**src/rtl/tbt_pkg.sv**
```systemverilog
package tbt_pkg;
  localparam int REG_W   = 16;
  localparam int SEL_W   = 2;
  localparam int N_TAP   = 2 ** SEL_W;
  localparam int SEL_LO  = 8;
  localparam int CLR_BIT = 10;
  localparam int FLG_BIT = 11;
  localparam int IE_BIT  = 12;
  localparam int RSV_BIT = 15;

  typedef logic [SEL_W-1:0] sel_t;

  typedef struct packed {
    logic ie;
    logic flag;
    sel_t sel;
  } ctrl_state_t;

  function automatic int max_exp(input int e0, input int e1, input int e2, input int e3);
    int m;
    m = e0;
    if (e1 > m) m = e1;
    if (e2 > m) m = e2;
    if (e3 > m) m = e3;
    return m;
  endfunction
endpackage

```
**src/rtl/tbt_prescaler.sv**
```systemverilog
module tbt_prescaler #(
  parameter int CNT_W = 19
) (
  input  logic             clk,
  input  logic             rst,
  input  logic             clr,
  output logic [CNT_W-1:0] cnt
);
  always_ff @(posedge clk) begin
    if (rst || clr) cnt <= '0;
    else            cnt <= cnt + 1'b1;
  end

  assert_restart_R3: assert property (@(posedge clk) disable iff (rst)
    clr |=> (cnt == '0));

  assert_free_run_R8: assert property (@(posedge clk) disable iff (rst)
    !clr |=> (cnt == CNT_W'($past(cnt) + 1'b1)));
endmodule

```
**src/rtl/tbt_tap_sel.sv**
```systemverilog
module tbt_tap_sel
  import tbt_pkg::*;
#(
  parameter int CNT_W = 19,
  parameter int EXP0  = 12,
  parameter int EXP1  = 14,
  parameter int EXP2  = 16,
  parameter int EXP3  = 19
) (
  input  logic             clk,
  input  logic             rst,
  input  logic [CNT_W-1:0] cnt,
  input  sel_t             sel,
  output logic             tick
);
  localparam int EXPS [N_TAP] = '{EXP0, EXP1, EXP2, EXP3};

  logic [N_TAP-1:0] tick_vec;

  for (genvar i = 0; i < N_TAP; i++) begin : g_tap
    assign tick_vec[i] = &cnt[EXPS[i]-1:0];
    if (i > 0) begin : g_nest
      assert_tap_nested_R1: assert property (@(posedge clk) disable iff (rst)
        tick_vec[i] |-> tick_vec[i-1]);
    end
  end

  assign tick = tick_vec[sel];
endmodule

```
**src/rtl/tbt_ctrl.sv**
```systemverilog
module tbt_ctrl
  import tbt_pkg::*;
#(
  parameter int ADDR_W    = 4,
  parameter int CTRL_ADDR = 3
) (
  input  logic              clk,
  input  logic              rst,
  input  logic [ADDR_W-1:0] bus_addr,
  input  logic              bus_wr,
  input  logic              bus_rmw,
  input  logic              wr_ie,
  input  logic              wr_flag,
  input  logic              wr_run,
  input  sel_t              wr_sel,
  input  logic              mode_clr,
  input  logic              tick,
  output sel_t              sel,
  output logic              cnt_clr,
  output logic [REG_W-1:0]  bus_rdata,
  output logic              irq
);
  ctrl_state_t st, st_nxt;
  logic hit, wr_hit, flag_drop;
  logic [REG_W-1:0] rd_word;

  assign hit       = (bus_addr == ADDR_W'(CTRL_ADDR));
  assign wr_hit    = hit && bus_wr;
  assign cnt_clr   = wr_hit && !wr_run;
  assign flag_drop = mode_clr || (wr_hit && (!wr_flag || !wr_run));
  assign sel       = st.sel;

  always_comb begin
    st_nxt = st;
    if (wr_hit) begin
      st_nxt.ie  = wr_ie;
      st_nxt.sel = wr_sel;
    end
    if (tick)           st_nxt.flag = 1'b1;
    else if (flag_drop) st_nxt.flag = 1'b0;
  end

  always_comb begin
    rd_word = '0;
    if (hit) begin
      rd_word[RSV_BIT]               = 1'b1;
      rd_word[IE_BIT]                = st.ie;
      rd_word[FLG_BIT]               = st.flag || bus_rmw;
      rd_word[CLR_BIT]               = 1'b1;
      rd_word[SEL_LO +: SEL_W]       = st.sel;
    end
  end

  always_ff @(posedge clk) begin
    if (rst) begin
      st        <= '0;
      irq       <= 1'b0;
      bus_rdata <= '0;
    end else begin
      st        <= st_nxt;
      irq       <= st_nxt.flag && st_nxt.ie;
      bus_rdata <= rd_word;
    end
  end

  assert_flag_sets_R2: assert property (@(posedge clk) disable iff (rst)
    tick |=> st.flag);

  assert_flag_ack_R5: assert property (@(posedge clk) disable iff (rst)
    (wr_hit && !wr_flag && !tick) |=> !st.flag);

  assert_mode_clear_R8: assert property (@(posedge clk) disable iff (rst)
    (mode_clr && !tick) |=> !st.flag);

  assert_flag_hold_R9: assert property (@(posedge clk) disable iff (rst)
    (st.flag && !flag_drop) |=> st.flag);

  assert_irq_gate_R7: assert property (@(posedge clk) disable iff (rst)
    irq |-> (st.flag && st.ie));

  assert_clr_reads_one_R4: assert property (@(posedge clk) disable iff (rst)
    hit |=> bus_rdata[CLR_BIT]);
endmodule

```
**src/rtl/tbt_interval_timer.sv**
```systemverilog
module tbt_interval_timer
  import tbt_pkg::*;
#(
  parameter int ADDR_W    = 4,
  parameter int CTRL_ADDR = 3,
  parameter int EXP0      = 12,
  parameter int EXP1      = 14,
  parameter int EXP2      = 16,
  parameter int EXP3      = 19
) (
  input  logic              clk,
  input  logic              rst,
  input  logic [ADDR_W-1:0] bus_addr,
  input  logic              bus_wr,
  input  logic              bus_rmw,
  input  logic [REG_W-1:0]  bus_wdata,
  output logic [REG_W-1:0]  bus_rdata,
  input  logic              mode_clr,
  output logic              irq
);
  localparam int CNT_W = max_exp(EXP0, EXP1, EXP2, EXP3);

  logic [CNT_W-1:0] cnt;
  logic             cnt_clr, tick;
  sel_t             sel;
  logic             wdata_unused;

  assign wdata_unused = ^{bus_wdata[REG_W-1:IE_BIT+1], bus_wdata[SEL_LO-1:0]};

  tbt_prescaler #(.CNT_W(CNT_W)) u_cnt (
    .clk (clk),
    .rst (rst),
    .clr (cnt_clr),
    .cnt (cnt)
  );

  tbt_tap_sel #(
    .CNT_W(CNT_W), .EXP0(EXP0), .EXP1(EXP1), .EXP2(EXP2), .EXP3(EXP3)
  ) u_tap (
    .clk  (clk),
    .rst  (rst),
    .cnt  (cnt),
    .sel  (sel),
    .tick (tick)
  );

  tbt_ctrl #(.ADDR_W(ADDR_W), .CTRL_ADDR(CTRL_ADDR)) u_ctrl (
    .clk       (clk),
    .rst       (rst),
    .bus_addr  (bus_addr),
    .bus_wr    (bus_wr),
    .bus_rmw   (bus_rmw),
    .wr_ie     (bus_wdata[IE_BIT]),
    .wr_flag   (bus_wdata[FLG_BIT]),
    .wr_run    (bus_wdata[CLR_BIT]),
    .wr_sel    (bus_wdata[SEL_LO +: SEL_W]),
    .mode_clr  (mode_clr),
    .tick      (tick),
    .sel       (sel),
    .cnt_clr   (cnt_clr),
    .bus_rdata (bus_rdata),
    .irq       (irq)
  );
endmodule

```
**config.mk**
```make
export PLATFORM = sky130hd
export DESIGN_NAME = tbt_interval_timer
export DESIGN_NICKNAME = d
export VERILOG_FILES = /design/src/rtl/tbt_pkg.sv /design/src/rtl/tbt_prescaler.sv /design/src/rtl/tbt_tap_sel.sv /design/src/rtl/tbt_ctrl.sv /design/src/rtl/tbt_interval_timer.sv
export SDC_FILE = /design/constraint.sdc
export NUM_CORES = 1
export LEC_CHECK = 0
export ABC_AREA = 1
export CAP_MARGIN = 15
export CORE_MARGIN = 3
export CORE_UTILIZATION = 46
export DETAILED_ROUTE_END_ITERATION = 7
export PLACE_DENSITY = 0.78
export SYNTH_ARGS = -nofsm -noshare
export SYNTH_HDL_FRONTEND = slang
export SYNTH_SLANG_ARGS = --single-unit
```
**constraint.sdc**
```tcl
create_clock -name clk -period 1.6 [get_ports clk]
set_input_delay 0.48 -clock clk [delete_from_list [all_inputs] [get_ports clk]]
set_output_delay 0.48 -clock clk [all_outputs]
set_load 0.02 [all_outputs]
```
==> qor.yml <==
layout:
  post_route_cells_drive_above_1_share_pct: 13.2
  area.growth.synth_to_final_pct: 18.1
  final_core_util_pct: 58.7
  finalNonFillerCells: 251
  fin_nets: 245
  n_antenna_cell: 0
synthesis:
  synth-async-reset-ratio_pct: 0
  yosys.cell_types.count: 25
  synth_edf_count: 0
  ys.flop_type: "dfxtp_1"
  ys_warn_count: 0
  post_synth_main_area_contributors: "dfxtp_1 41%, nand2_1 8.3%, nor2_1 6.9%, buf_4 6.4%, inv_1 6.1%"
  netlist.top_cell.by_area: "dfxtp_1"
  mean_post_synth_cell_area_um2: 7.36
  yosys_register_bits: 29
  synthCells: 191
  post_synth_instance_area_um2: 1410
  top_cells_by_count_synth: "31 x nand2_1, 29 x dfxtp_1, 26 x nor2_1"
  ys_seq_area_share_pct: 41.3
  synth_top_area_share_pct: 41.3
  most_frequently_used_cell_type_in_the_post_synthesis_netlist: "nand2_1"
timing:
  fin_crit_sh_pct: 92.4
  clock.fmax_ghz: 0.676
  final.setup.tns_ns: 0
  final.hold.worst_slack_ns: 0.447
  final-setup-viol-count: 0
  hold_violations: 0
  min_period_ns: 1.48
  slew_viol_final: 0
  rsz0062_at_grt: "false"
  worst_clock_skew_ns: 0.00798
placement:
  post-dp-hpwl_um: 2060
  post-place-cells: 243
  portBuffers: 20
  final_gp_congestion: 0.776
detailed_routing:
  drt-met1-wl_um: 1190
  drt-wirelength-per-cell_um: 10.5
  drc: 0
  totalWireLength_um: 2650
  antenna_violating_nets_post_route: 0
  detailroute.wirelength.met2_um: 1300
  detailroute.via_count: 1204
  highest_layer_used_for_signal_routing: "met4"
  drt_pre_antenna_iters: 4
  route.met3.wl_um: 106
  detail_route.vias_per_cell: 4.80
  detailedRoute.firstIterationViolations: 58
setup_path:
  timing.critical_path.arrival_ns: 1.00
  slowest_stage: "dfxtp_1"
  criticalPathCategory: "flip-flop to output port"
  cell_breakdown_of_the_critical_path: "dlygate4sd2_1"
  worst_setup_sp_type: "flip-flop"
  worst_setup_path_end_kind: "output port"
  max_stage_delay_ns: 0.34
  worst_ep_required_time_ns: 1.12
  critical_path.n_buffers_inverters: 1
  crit_family: "flip-flops"
  worstPathMaxFanout: 1
power_and_ir_drop:
  power_switching_w: 0.000306
  power_leakage_nw: 0.704
  power.share.switching_pct: 24.5
  power_w: 0.00125
  power_per_unit_of_standard_cell_area_nw_per_um2: 751
  seq_power_share_pct: 58.9
  p_int_w: 0.000942
  clock_power_share_pct: 32.9
  vdd_drop_max_uv: 413
  comb_power_share_pct: 8.1
global_routing:
  grt_first_pass_wirelength_um: 4280
  grt.overflow.total: 0
  grt_start_max_net_pins: 12
  grt_util_overall_pct: 15.5
  vias_in_the_first_global_route: 1049
  grt_antenna_before_repair: 0
floorplanning:
  die-width_um: 61.3
  floorplan.die_area_um2: 3760
  start_util_pct: 49.7
  die_height_um: 61.3
  io-pin-count: 42
  core_region_area_um2: 2830
  num_rows: 19
clocking:
  cts_root_buffer: "clkbuf_4"
  cts.clk_slew.worst_paths_ns: 0.09
  clockBufferDepth: 2
  cts_hold_repair.buffers: 0
  clk_latency_ns: 0.32
  depth_of_the_cts_h_tree: 2
  cts_sinks: 29
  postcts_setup_bufs: 0
  cts_tree: "yes"
  numCtsBuffers: 5
flow_run:
  max_cap_viol_count: 0
outcome:
  run_status: "finished, final reports clean"
worst_hold_path:
  hp-class: "flip-flop to flip-flop"
[metrics by stage]
step           area, um^2  setup WS [ns]
2_1_floorplan        1440          0.307
3_3_place_gp         1620         -0.140
3_5_place_dp         1620         -0.137
4_1_cts              1660          0.117
5_1_grt              1660         0.0825
6_report             1660          0.121
[layout make-up]
type                       count  area [um^2]
sequential                    29          581
tap                           31         38.8
clock buffer                   6         41.3
fill                         272         1170
timing repair buffer          24          221
multi-input combinational    133          672
clock inverter                 2         10.0
inverter                      26         97.6
[final timing paths]
path                             from                    to  slack [ns]  cells past startpoint
setup / recovery  u_ctrl.bus_rdata[9]          bus_rdata[9]        0.12                      1
hold / removal           u_ctrl.st[3]  u_ctrl.bus_rdata[12]        0.45                      2
setup reg to reg         u_cnt.cnt[0]         u_cnt.cnt[18]        0.26                      8
hold reg to reg          u_ctrl.st[3]  u_ctrl.bus_rdata[12]        0.45                      2
[sequential cells by signal (all words and copies together) (netlist names)]
register / count
u_ctrl.irq: 1
u_ctrl.sel: 2
u_cnt.cnt: 19
u_ctrl.bus_rdata: 5
u_ctrl.st: 2
[worst reg2reg max path, delay by kind of cell, from the launching register on]
family / cells / cell delay (ns)
buf+inv: 1 / 0.09
simple gates: 5 / 0.48
fa+ha+maj: 1 / 0.19
flops: 1 / 0.37
compound gates: 1 / 0.12
[cell usage in the layout (no fill, tap or decap), types with 3 or more instances in the layout]
cell and count:
nand2_1 31, dfxtp_1 29, nor2_1 26, inv_1 23
a21oi_1 13, clkdlybuf4s50_1 13, nand3_1 12, conb_1 10
o21ai_0 8, dlygate4sd2_1 7, nand4_1 5, clkbuf_4 5
nor2_2 4, nand2_2 4, buf_4 4, nor2_4 3
inv_2 3, nor3_1 3
[power groups by stage]
stage	sequential, W	clock [W]	combinational (W)
2_1_floorplan	0.000752	0	0.0000743
3_3_place_gp	0.000752	0	0.000101
3_5_place_dp	0.000752	0	0.000102
4_1_cts	0.000736	0.000432	0.000102
5_1_grt	0.000737	0.000462	0.000111
6_report	0.000736	0.000411	0.000101
[cell families after synthesis]
group | synth area share, %
other | 0.267
AOI/OAI and AO/OA | 8.72
adders and majority gates | 0.890
buffers and inverters | 13.3
DFF | 41.3
and+or+nand+nor | 33.6
xor gates and xnor gates | 1.87
[what timing repair did]
action | CTS | global route
gates resized for setup | 7 | 0
endpoints found under the setup margin | 7 | 0
hold endpoints to repair | 0 | 0
[routing by layer]
| metal | GRT usage (%) | up-vias |
|---|---|---|
| met1 | 18.2 | 529 |
| met2 | 26.4 | 23 |
| li1 | - | 646 |
| met3 | 3.14 | 6 |
| met5 | 0 | - |
| met4 | 8.36 | 0 |
Note: power is estimated with default switching activity, not from simulation.
